File: src/rtl/pll_cfg_pkg.sv
package pll_cfg_pkg;

    localparam int unsigned FAC_W = 5;
    localparam int unsigned N_SRC = 4;
    localparam int unsigned SRC_W = $clog2(N_SRC);

    typedef enum logic [1:0] {
        ST_OFF         = 2'd0,
        ST_WAIT_STABLE = 2'd1,
        ST_WAIT_LOCK   = 2'd2,
        ST_READY       = 2'd3
    } seq_state_e;

endpackage

File: src/rtl/pll_cfg_regs.sv
module pll_cfg_regs #(
    parameter int unsigned FAC_W = 5,
    parameter int unsigned SRC_W = 2
) (
    input  logic             clk,
    input  logic             rst_n,
    input  logic             fac_wr,
    input  logic [FAC_W-1:0] fac_wdata,
    input  logic             src_wr,
    input  logic [SRC_W-1:0] src_wdata,
    input  logic             en_wr,
    input  logic             en_wdata,
    input  logic             frozen_i,
    output logic [FAC_W-1:0] fac_o,
    output logic [SRC_W-1:0] src_o,
    output logic             en_req_o
);

    localparam logic [FAC_W-1:0] FAC_ONE = FAC_W'(1);

    typedef struct packed {
        logic [FAC_W-1:0] fac;
        logic [SRC_W-1:0] src;
        logic             en_req;
    } regs_t;

    regs_t r_d, r_q;

    always_comb begin
        r_d = r_q;
        if (!frozen_i) begin
            if (fac_wr) begin
                r_d.fac = (fac_wdata == '0) ? FAC_ONE : fac_wdata;
            end
            if (src_wr) begin
                r_d.src = src_wdata;
            end
        end
        if (en_wr) begin
            r_d.en_req = en_wdata;
        end
    end

    always_ff @(posedge clk or negedge rst_n) begin
        if (!rst_n) begin
            r_q.fac    <= FAC_ONE;
            r_q.src    <= '0;
            r_q.en_req <= 1'b0;
        end else begin
            r_q <= r_d;
        end
    end

    assign fac_o    = r_q.fac;
    assign src_o    = r_q.src;
    assign en_req_o = r_q.en_req;

    p_cfg_frozen_r5: assert property (@(posedge clk) disable iff (!rst_n)
        frozen_i |=> ($stable(fac_o) && $stable(src_o)));

    p_fac_nonzero_r3: assert property (@(posedge clk) disable iff (!rst_n)
        fac_o != '0);

    p_fac_lands_r2: assert property (@(posedge clk) disable iff (!rst_n)
        (fac_wr && !frozen_i && fac_wdata != '0) |=> (fac_o == $past(fac_wdata)));

endmodule

File: src/rtl/pll_cfg_seq.sv
module pll_cfg_seq
    import pll_cfg_pkg::*;
#(
    parameter int unsigned N_SRC = 4,
    parameter int unsigned SRC_W = 2
) (
    input  logic             clk,
    input  logic             rst_n,
    input  logic             en_req_i,
    input  logic [N_SRC-1:0] src_stable_i,
    input  logic [SRC_W-1:0] src_sel_i,
    input  logic             lock_i,
    output logic             loop_en_o,
    output logic             ready_o,
    output logic             active_o
);

    typedef struct packed {
        seq_state_e st;
    } seq_t;

    seq_t s_d, s_q;
    logic stable_sel;

    assign stable_sel = src_stable_i[src_sel_i];

    always_comb begin
        s_d = s_q;
        if (!en_req_i) begin
            s_d.st = ST_OFF;
        end else begin
            unique case (s_q.st)
                ST_OFF:         s_d.st = ST_WAIT_STABLE;
                ST_WAIT_STABLE: if (stable_sel) s_d.st = ST_WAIT_LOCK;
                ST_WAIT_LOCK: begin
                    if (!stable_sel)  s_d.st = ST_WAIT_STABLE;
                    else if (lock_i)  s_d.st = ST_READY;
                end
                ST_READY: begin
                    if (!stable_sel)  s_d.st = ST_WAIT_STABLE;
                    else if (!lock_i) s_d.st = ST_WAIT_LOCK;
                end
                default:          s_d.st = ST_OFF;
            endcase
        end
    end

    always_ff @(posedge clk or negedge rst_n) begin
        if (!rst_n) begin
            s_q.st <= ST_OFF;
        end else begin
            s_q <= s_d;
        end
    end

    assign loop_en_o = (s_q.st == ST_WAIT_LOCK) || (s_q.st == ST_READY);
    assign ready_o   = (s_q.st == ST_READY);
    assign active_o  = (s_q.st != ST_OFF);

    p_enable_after_stable_r6: assert property (@(posedge clk) disable iff (!rst_n)
        $rose(loop_en_o) |-> $past(stable_sel && en_req_i));

    p_ready_after_lock_r7: assert property (@(posedge clk) disable iff (!rst_n)
        $rose(ready_o) |-> $past(lock_i && stable_sel && loop_en_o));

    p_lock_loss_r8: assert property (@(posedge clk) disable iff (!rst_n)
        (ready_o && !lock_i && stable_sel && en_req_i) |=> (!ready_o && loop_en_o));

    p_stab_loss_r9: assert property (@(posedge clk) disable iff (!rst_n)
        (loop_en_o && !stable_sel) |=> (!loop_en_o && !ready_o));

    p_release_off_r10: assert property (@(posedge clk) disable iff (!rst_n)
        !en_req_i |=> (!active_o && !loop_en_o));

endmodule

File: src/rtl/pll_cfg_inhibit.sv
module pll_cfg_inhibit #(
    parameter int unsigned N_SRC = 4,
    parameter int unsigned SRC_W = 2
) (
    input  logic             clk,
    input  logic             rst_n,
    input  logic             active_i,
    input  logic [SRC_W-1:0] src_sel_i,
    output logic [N_SRC-1:0] inhibit_o
);

    for (genvar g = 0; g < N_SRC; g++) begin : g_inh
        assign inhibit_o[g] = active_i && (src_sel_i == SRC_W'(g));
    end

    p_inhibit_onehot_r11: assert property (@(posedge clk) disable iff (!rst_n)
        $onehot0(inhibit_o));

    p_inhibit_active_r11: assert property (@(posedge clk) disable iff (!rst_n)
        active_i |-> ($countones(inhibit_o) == 1));

endmodule

File: src/rtl/pll_cfg_ctrl.sv
module pll_cfg_ctrl
    import pll_cfg_pkg::*;
(
    input  logic             clk,
    input  logic             rst_n,
    input  logic             fac_wr,
    input  logic [FAC_W-1:0] fac_wdata,
    input  logic             src_wr,
    input  logic [SRC_W-1:0] src_wdata,
    input  logic             en_wr,
    input  logic             en_wdata,
    input  logic [N_SRC-1:0] src_stable,
    input  logic             loop_lock,
    output logic [FAC_W-1:0] cfg_fac,
    output logic [SRC_W-1:0] cfg_src,
    output logic             loop_en,
    output logic             pll_ready,
    output logic [N_SRC-1:0] src_dis_inhibit
);

    logic en_req;
    logic seq_active;

    pll_cfg_regs #(
        .FAC_W (FAC_W),
        .SRC_W (SRC_W)
    ) i_regs (
        .clk      (clk),
        .rst_n    (rst_n),
        .fac_wr   (fac_wr),
        .fac_wdata(fac_wdata),
        .src_wr   (src_wr),
        .src_wdata(src_wdata),
        .en_wr    (en_wr),
        .en_wdata (en_wdata),
        .frozen_i (loop_en),
        .fac_o    (cfg_fac),
        .src_o    (cfg_src),
        .en_req_o (en_req)
    );

    pll_cfg_seq #(
        .N_SRC (N_SRC),
        .SRC_W (SRC_W)
    ) i_seq (
        .clk         (clk),
        .rst_n       (rst_n),
        .en_req_i    (en_req),
        .src_stable_i(src_stable),
        .src_sel_i   (cfg_src),
        .lock_i      (loop_lock),
        .loop_en_o   (loop_en),
        .ready_o     (pll_ready),
        .active_o    (seq_active)
    );

    pll_cfg_inhibit #(
        .N_SRC (N_SRC),
        .SRC_W (SRC_W)
    ) i_inh (
        .clk      (clk),
        .rst_n    (rst_n),
        .active_i (seq_active),
        .src_sel_i(cfg_src),
        .inhibit_o(src_dis_inhibit)
    );

    p_ready_implies_en_r7: assert property (@(posedge clk) disable iff (!rst_n)
        pll_ready |-> loop_en);

endmodule

File: config.mk
export PLATFORM = sky130hd
export DESIGN_NAME = pll_cfg_ctrl
export DESIGN_NICKNAME = d
export VERILOG_FILES = /design/src/rtl/pll_cfg_pkg.sv /design/src/rtl/pll_cfg_regs.sv /design/src/rtl/pll_cfg_seq.sv /design/src/rtl/pll_cfg_inhibit.sv /design/src/rtl/pll_cfg_ctrl.sv
export SDC_FILE = /design/constraint.sdc
export NUM_CORES = 1
export LEC_CHECK = 0
export ABC_AREA = 1
export BUFFER_PORTS_ARGS = -buffer_cell sky130_fd_sc_hd__buf_2
export CORE_UTILIZATION = 35
export DETAILED_ROUTE_END_ITERATION = 16
export PLACE_DENSITY = 0.71
export RECOVER_POWER = 25
export SYNTH_ARGS = -nofsm -noshare
export SYNTH_HDL_FRONTEND = slang
export SYNTH_SLANG_ARGS = --single-unit
File: constraint.sdc
create_clock -name clk -period 0.95 [get_ports clk]
set_input_delay 0 -clock clk [delete_from_list [all_inputs] [get_ports clk]]
set_output_delay 0 -clock clk [all_outputs]
set_load 0.02 [all_outputs]
==> results of run 1 <==
==> power by group <==
group / switching [uW] / internal, uW / total, uW
sequential: 45.8 / 482 / 528
combinational: 292 / 259 / 551
clock: 153 / 233 / 386
==> timing repair <==
action / CTS / global route
endpoints found under the hold margin: 14 / 0
resized for setup: 22 / 15
hold buffers: 8 / 0
cloned: 0 / 0
endpoints found under the setup margin: 10 / 17
setup buffers: 2 / 2
pin swaps: 5 / 3
==> sequential cells by signal, indices dropped and copies added (netlist names) <==
signal	cells
i_regs.en_req_o	1
i_regs.src_o	2
i_regs.fac_o	5
i_seq.s_q	2
==> kinds of logic after synthesis <==
family	after synthesis	share of synthesized area [%]
AOI/OAI and AO/OA	7	7.43
buffers and inverters	11	8.75
DFF	10	53.3
and+or+nand+nor	34	30.5
==> layer usage <==
layer / wire (um) / track usage (%) / vias to the layer above
met1: 709 / 28.7 / 313
li1: - / - / 299
met4: 125 / 12.9 / 0
met5: 0 / 0 / -
met3: 100 / 5.20 / 16
met2: 927 / 38.3 / 38
==> critical path, delay by kind of cell (launching register included) <==
family	cells	cell delay, ns
buffers and inverters	3	0.25
DFF	1	0.44
and+or+nand+nor	6	0.43
==> worst paths after layout <==
check                             endpoint  depth (start not counted)            start  slack (ns)
max                           i_seq.s_q[0]                          9  i_regs.src_o[0]       -0.26
max reg2reg                   i_seq.s_q[0]                          9  i_regs.src_o[0]       -0.26
min in group asynchronous  i_regs.fac_o[2]                          2            rst_n        0.21
max in group asynchronous  i_regs.src_o[0]                          2            rst_n        0.35
min                        i_regs.src_o[0]                          3     src_wdata[0]       0.005
min reg2reg                   i_seq.s_q[0]                          2  i_regs.en_req_o        0.51
==> cell usage in the layout (no fill, tap or decap), types with 2 or more instances in the layout <==
| cell type | count |
|---|---|
| nand3_1 | 3 |
| clkbuf_4 | 3 |
| dfrtp_1 | 7 |
| nand2_4 | 2 |
| nand2_2 | 4 |
| nor3_2 | 4 |
| buf_4 | 12 |
| nor2_4 | 2 |
| inv_1 | 7 |
| dlygate4sd3_1 | 8 |
| buf_2 | 20 |
| nor2_1 | 3 |
| nand2_1 | 14 |
| buf_6 | 9 |
| dfrtp_2 | 2 |
| inv_2 | 2 |
| o21ai_1 | 2 |
| a21oi_1 | 3 |
==> area by class of cell <==
class,instances,area share [%]
Timing Repair Buffer,50,39.0
Clock buffer,4,3.77
Sequential cell,10,26.4
Multi-Input combinational cell,41,24.9
Inverter,10,4.16
Tap cell,14,1.82
==> through the flow <==
stage / power (uW) / worst slack (ns) / utilization, % / hold WS, ns
global placement: 896 / -0.0409 / 60.8 / -0.129
finish: 1470 / -0.261 / 82.3 / 0.00465
detailed placement: 902 / -0.0384 / 60.8 / -0.131
global route: 1530 / -0.320 / 82.3 / 0.0217
floorplan: 729 / -0.0841 / - / -0.296
CTS: 1370 / -0.183 / 76.9 / 0.000959
==> impl_results.md, run 1 <==
* Layout Cells excl Fill at 129
* Leak at 0.000517 uW
* FF/Latch Area at 254 um2
* Total CTS buffers at 3
* Max FO, Critical Path at 4
* CP peak stage delay at 0.44 ns
* Setup slack after layout at -0.261 ns
* Mapped cell area at 472 um2
* Critical path data required time at 1.12 ns
* Port Buffers at 30
* Fin crit share at 128%
* CTS tree: done
* RSZ-0062 raised after global routing: yes
* DPL Wire Length at 879 um
* Most common cell in the netlist: nand2_1
* IO Count at 31
* Final Max Slew Viols at 0
* GPL Wtd Cong at 0.781
* # DRC at 0
* Syn Area/Cell at 7.61 um2
* Maxcap violations at 0
* Total wire length at 1.86 mm
* Worst-Skew Late Latency at 0.27 ns
* Synth async-reset ratio at 100%
* Ys flop type: dfrtp_1
* DR pass1 iterations at 4
* Actual slew at the worst max-slew pin at 0.527 ns
* CTS Root Cell: clkbuf_4
* Top post-synthesis cells by area: dfrtp_1 (48%), nand2_1 (15%), inv_1 (6.4%)
* Mapped Nets at 80
* Gr usage total at 23.6%
* Fin nets at 134
* PwrDens at 1520 nW/um2
* Die area at 1500 um2
* Hold WC Path Type: primary input to flip-flop
* Fin area at 963 um2
* Ys Warns at 0
* Endpoints failing setup at 13
* Rows at 12
* Slew margin rel. at 64.9%
* FMAX at 826 MHz
* CP Launch Type: flip-flop
* Number of diodes at 0
* Max stage delay cell, worst path: dfrtp_2
* Die W at 38.7 um
* CTS Sinks at 10
* Leading area contributor after synthesis: dfrtp_1
* Vias in the first global route at 564
* Initial antenna violation count at 0
* Clk buf depth at 2
* Die H at 38.7 um
* Clock-pin slew on the worst setup and hold paths at 0.07 ns
* First-pass GRT wire length at 2.29 mm
* CTS H-tree depth at 1
* Crit end category: flip-flop
* Status: finished with violations
* Max VDD drop at 1340 uV
* Largest net degree at the start of global routing at 11
* Failing checks: negative setup slack
* Core area at 1170 um2
* Area grow syn2layout at 104%
* Fillers at 70
* Initial Utilization at 40.3%
* Remaining Overflow, GRT at 0
* Final hold vios at 0
* Setup_tns at -1.59 ns
* WS Path Type: flip-flop to flip-flop
* Placed cell count at 113
* DR vias at 666
* Post-DR wirelength/cell at 14.4 um
* Top post-synthesis cells by count: nand2_1 (19), dfrtp_1 (9), inv_1 (8)
* Synthesized instance count at 62
* Register area share after synthesis at 53.3%
* Antenna viol nets, final at 0
* Tmin final at 1.21 ns
* Distinct cells, synth at 14
* CP Cell Sequence: inv_2, buf_4, nand2_1, nand2_1, nand2_1, nand2_1, nand3_1, nand2_1, inv_1
* Synthesized flop and latch total at 10
* Number of synthesized flops with an enable pin at 0
* Placed instance area at 712 um2
* Drt via density at 5.16
* Layout cells sized above 1 at 56.5%
* Arr. time, crit path at 1.38 ns
* 1st-iter DRT viols at 23
* Share of the synthesized area in the top cell type at 47.7%
* Final setup skew at 0.0107 ns
* Area of the multi-input gates at 240 um2
* Crit-path most repeated cell: nand2_1
No activity file was read; power rests on OpenSTA's default activity.
==> run 2, diff against run 1 <==
Settings changed: CORE_AREA from default to 2 2 39 41, CORE_UTILIZATION 35 to default, CTS_BUF_LIST from default to sky130_fd_sc_hd__clkbuf_4 sky130_fd_sc_hd__clkbuf_8, DIE_AREA from default to 0 0 41 43, PLACE_DENSITY 0.71 to 0.72.
==> impl_results.md, run 2 (synthesis gave the netlist of run 1 again) <==
* DPL Wire Length at 875 um
* PwrDens at 1450 nW/um2
* Number of diodes at 0
* Die area at 1760 um2
* Final hold vios at 0
* Gr usage total at 16.8%
* Clock-pin slew on the worst setup and hold paths at 0.07 ns
* Max reg flops at 5
* Antenna viol nets, final at 0
* CTS H-tree depth at 1
* Hold WC Path Type: primary input to flip-flop
* Arr. time, crit path at 1.15 ns
* Worst-Skew Late Latency at 0.26 ns
* Total wire length at 1.37 mm
* Fin crit share at 121%
* Rows at 14
* Endpoints failing setup at 16
* R2R cell count at 7
* DR pass1 iterations at 3
* CP Launch Type: flip-flop
* Reg2reg start: i_seq.s_q[1]
* Layout Cells excl Fill at 131
* Remaining Overflow, GRT at 0
* Core area at 1380 um2
* Min-Delay Endpoint: i_regs.fac_o[1]
* Fin area at 1030 um2
* Failing checks: negative setup slack
* Post-DR wirelength/cell at 10.5 um
* DR vias at 593
* CTS Root Cell: clkbuf_4
* Placed cell count at 114
* Largest net degree at the start of global routing at 11
* Sw Ratio at 32.1%
* GPL Wtd Cong at 0.686
* P_sw at 480 uW
* RSZ-0062 raised after global routing: yes
* Gate power share at 39.4%
* Vias in the first global route at 514
* WS Path Type: flip-flop to output pin
* CTS tree: done
* Tmin final at 1.15 ns
* Critical path data required time at 0.95 ns
* Setup slack after layout at -0.196 ns
* Power consumption at 1490 uW
* Slew margin rel. at 64.0%
* Sequential share of power at 35.4%
* Worst hold start: fac_wdata[1]
* Initial antenna violation count at 0
* CTS Sinks at 10
* Commonest non-fill, non-tap cells in the layout: buf_2 (20), nand2_1 (17), buf_6 (17)
* Leak at 0.000534 uW
* Commonest non-fill, non-tap cell in the layout: buf_2
* Internal power at 1010 uW
* Actual slew at the worst max-slew pin at 0.539 ns
* Max FO, Critical Path at 3
* WHS Path Cells at 3
* Max VDD drop at 962 uV
* Port Buffers at 30
* Clk buf depth at 2
* Maxcap violations at 0
* Drt via density at 4.53
* First-pass GRT wire length at 1.95 mm
* Area grow syn2layout at 118%
* Fin nets at 134
* Initial Utilization at 34.1%
* Clock power share at 25.2%
* Placed instance area at 707 um2
* Reg-to-Reg End: i_regs.fac_o[0]
* 1st-iter DRT viols at 4
* Die W at 41 um
* Status: finished with violations
* # DRC at 0
* FMAX at 873 MHz
* Die H at 43 um
* Crit end category: output pin
* Layout cells sized above 1 at 54.8%
* Reg2reg setup slack at -0.18 ns
* Final Max Slew Viols at 0
* IO Count at 31
* Final setup skew at 0.00149 ns
* Total CTS buffers at 3
==> run 2: area by class of cell <==
| cell class | instances | area, um2 |
|---|---|---|
| clock buffers | 4 | 36.3 |
| fillers | 100 | 355 |
| inverters | 10 | 45.0 |
| multi-input cells | 41 | 265 |
| flip-flops and latches | 10 | 254 |
| well taps | 16 | 20.0 |
| repair buffers | 50 | 408 |
==> run 2: metal layers <==
metal / up-vias / part of all wire, % / GRT usage [%]
met5: - / 0 / 0
met4: 0 / 0.73 / 10.0
met3: 2 / 6.8 / 3.14
li1: 298 / - / -
met1: 268 / 34 / 15.9
met2: 25 / 58 / 30.3
==> run 2: repair_timing <==
item | in CTS | in global routing
pin swaps | 4 | 7
gates cloned | 0 | 0
gates resized for setup | 21 | 28
hold buffers | 9 | 0
hold endpoints to repair | 16 | 0
setup endpoints to repair | 13 | 18
setup buffers | 3 | 1
==> run 2: worst max path at each step <==
stage / start / to / slack, ns
3_5_place_dp: i_regs.src_o[0] / i_seq.s_q[0] / -0.05
4_1_cts: i_seq.s_q[1] / src_dis_inhibit[1] / -0.19
6_report: i_seq.s_q[1] / src_dis_inhibit[2] / -0.20
5_1_grt: i_regs.src_o[0] / src_dis_inhibit[2] / -0.26
2_1_floorplan: i_regs.src_o[0] / i_seq.s_q[0] / -0.08
3_3_place_gp: i_regs.src_o[0] / i_seq.s_q[0] / -0.04
==> run 2: per-stage QoR <==
step	worst slack (ns)	setup TNS (ns)	hold WS [ns]	util, %
2_1_floorplan	-0.0841	-0.250	-0.296	-
3_3_place_gp	-0.0415	-0.0415	-0.133	51.1
3_5_place_dp	-0.0514	-0.0838	-0.124	51.1
4_1_cts	-0.193	-1.37	0.00433	66.5
5_1_grt	-0.257	-2.91	0.00952	74.3
6_report	-0.196	-2.03	0.00541	74.3
==> run 2: power groups by stage <==
| stage | clock [uW] | sequential [uW] | combinational, uW |
|---|---|---|---|
| final | 377 | 529 | 588 |
| after global routing | 408 | 538 | 636 |
| after CTS | 383 | 522 | 498 |
| after detailed placement | 0 | 523 | 383 |
| after global placement | 0 | 523 | 377 |
| after floorplan | 0 | 576 | 153 |
==> run 2: critical path, cell delays in order (launching register included) <==
cell     delay [ns]
dfrtp_2        0.44
nor2_4         0.13
buf_6          0.12
nor3_2         0.03
buf_4          0.16
==> run 3, diff against run 2 <==
Settings changed: ABC_AREA 1 to default, PLACE_DENSITY 0.72 to 0.7.
==> impl_results.md, run 3 <==
* Status: finished with violations
* Failing checks: negative setup slack
* Die W at 41 um
* Total wire length at 1.53 mm
* Vias in the first global route at 537
* Arr. time, crit path at 1.23 ns
* Actual slew at the worst max-slew pin at 0.567 ns
* Gr usage total at 19.6%
* Final Max Slew Viols at 0
* # DRC at 0
* Tmin final at 1.23 ns
* Rows at 14
* Synthesized instance count at 39
* Port Buffers at 30
* CP startpoint: i_regs.src_o[1]
* Simple-Gate Fraction of Synth Area at 15.2%
* Crit-path most repeated cell: buf_6
* CP Cell Sequence: o21bai_4, buf_6, nor2_4, buf_6
* Max VDD drop at 1040 uV
* Core Util, Final at 67.2%
* CTS H-tree depth at 1
* CP Launch Type: flip-flop
* Die area at 1760 um2
* Number of diodes at 0
* 1st-iter DRT viols at 9
* Synth Area in Compound Gates at 8.03%
* CTS tree: done
* Max reg flops at 5
* Final hold vios at 0
* Setup slack after layout at -0.279 ns
* Top post-synthesis cells by area: dfrtp_1 (50%), mux2_2 (15%), dfstp_2 (5.8%)
* Syn Area/Cell at 11.6 um2
* Share of the synthesized area in the top cell type at 49.9%
* Synth async-reset ratio at 100%
* First-pass GRT wire length at 2.22 mm
* Commonest non-fill, non-tap cell in the layout: buf_2
* Min Hold Slack at 0.00241 ns
* Clk buf depth at 2
* CTS Sinks at 10
* Max FO, Critical Path at 4
* Synthesized flop and latch total at 10
* Worst-Skew Late Latency at 0.27 ns
* Hold WC Path Type: primary input to flip-flop
* Slew margin rel. at 62.2%
* Largest net degree at the start of global routing at 11
* Total CTS buffers at 3
* Worst hold start: fac_wdata[0]
* Crit end category: output pin
* FMAX at 814 MHz
* Sw Ratio at 33.3%
* RSZ-0062 raised after global routing: yes
* Clock-pin slew on the worst setup and hold paths at 0.07 ns
* DR pass1 iterations at 5
* Ys flop type: dfrtp_1
* GPL Wtd Cong at 0.691
* Initial Utilization at 32.6%
* Gate power share at 43.3%
* Maxcap violations at 0
* Leading area contributor after synthesis: dfrtp_1
* Final setup skew at 0.00808 ns
* PwrDens at 1750 nW/um2
* CTS Root Cell: clkbuf_4
* Commonest non-fill, non-tap cells in the layout: buf_2 (20), dlygate4sd3_1 (10), buf_4 (10)
* Number of synthesized flops with an enable pin at 0
* Leak at 0.000452 uW
* Sequential share of power at 35.3%
* Distinct cells, synth at 17
* CP peak stage delay at 0.44 ns
* Drt via density at 4.67
* Initial antenna violation count at 0
* Die H at 43 um
* Ys Warns at 0
* IO Count at 31
* Most common cell in the netlist: dfrtp_1
* DR vias at 495
* Antenna viol nets, final at 0
* Xor/xnor cell area share of the yosys netlist at 0%
* Fin crit share at 129%
* P_sw at 541 uW
* Clock power share at 21.4%
* Reg2reg start: i_seq.s_q[1]
* Remaining Overflow, GRT at 0
* Register area share after synthesis at 55.7%
* Post-place setup slack at -0.104 ns
* Mapped cell area at 452 um2
* Multiplexer share of the synthesized area at 19.4%
* Internal power at 1080 uW
* Core area at 1380 um2
* Top post-synthesis cells by count: dfrtp_1 (9), mux2_2 (6), nor2_1 (5)
* Endpoints failing setup at 14
* Max stage delay cell, worst path: dfrtp_2
* Mapped Nets at 57
* Largest family of logic cells by synthesized area: multiplexers
* Critical path data required time at 0.95 ns
* Fin nets at 109
* Setup_tns at -2.54 ns
* Post-DR wirelength/cell at 14.4 um
* Layout cells sized above 1 at 66.7%
* Area grow syn2layout at 106%
* WS Path Type: flip-flop to output pin
* Post-Synth Adder-Cell Area at 0%
-- run 3: cell types whose count changed after synthesis, sizes merged, moves of 2 or more --
cell	before	now
nand2	20	3
inv	10	1
mux2	0	6
nor3	4	0
a21oi	3	0
nand3	3	0
and2	0	2
mux2i	0	2
-- run 3: path summary, 6_finish.rpt --
check	end	slack (ns)	cells past startpoint
worst min-delay path	i_regs.fac_o[0]	0.002	3
worst max-delay path	src_dis_inhibit[1]	-0.28	4
worst max register to register	i_seq.s_q[1]	-0.24	5
max in group asynchronous	i_seq.s_q[0]	0.32	2
min in group asynchronous	i_regs.src_o[1]	0.23	2
worst min register to register	i_regs.fac_o[0]	0.49	2
-- run 3: power groups by stage --
stage / logic [uW] / registers [uW] / clock network [uW]
floorplan: 215 / 630 / 0
global placement: 482 / 563 / 0
detailed placement: 496 / 565 / 0
CTS: 649 / 571 / 354
global route: 750 / 583 / 374
finish: 703 / 574 / 348
-- run 3: worst max-delay path: cells and delay by family, from the launching register on --
family	cells	cell delay, ns
AOI/OAI and AO/OA	1	0.19
and+or+nand+nor	1	0.08
buffers and inverters	2	0.25
DFF	1	0.44
-- run 3: layout make-up --
type | instances | area [um2]
clock buffers | 4 | 30.0
well taps | 16 | 20.0
multi-input cells | 27 | 262
fillers | 113 | 454
inverters | 1 | 3.75
flip-flops and latches | 10 | 256
repair buffers | 48 | 358
-- run 3: layer usage --
layer	global-route usage [%]	routed length (um)
met5	0	0
met1	17.7	536
met4	10.0	12
met3	4.71	64
met2	36.3	916
-- run 3: cell families after synthesis --
| kind of cell | after synthesis |
|---|---|
| AOI/OAI and AO/OA | 6 |
| muxes | 8 |
| and+or+nand+nor | 13 |
| buffers and inverters | 2 |
| DFF | 10 |
-- run 3: through the flow --
stage | std cells | cell area, um2 | total power (uW)
6_report | 106 | 930 | 1620
5_1_grt | 106 | 930 | 1710
4_1_cts | 106 | 892 | 1570
3_5_place_dp | 89 | 679 | 1060
3_3_place_gp | 89 | 679 | 1040
2_1_floorplan | 39 | 475 | 845
-- run 3: what timing repair did --
action,in CTS,in global routing
gates resized for setup,19,9
hold buffers,10,0
cloned,0,0
buffers inserted,3,1
hold endpoints to repair,18,0
setup endpoints to repair,16,16
pin swaps,5,3
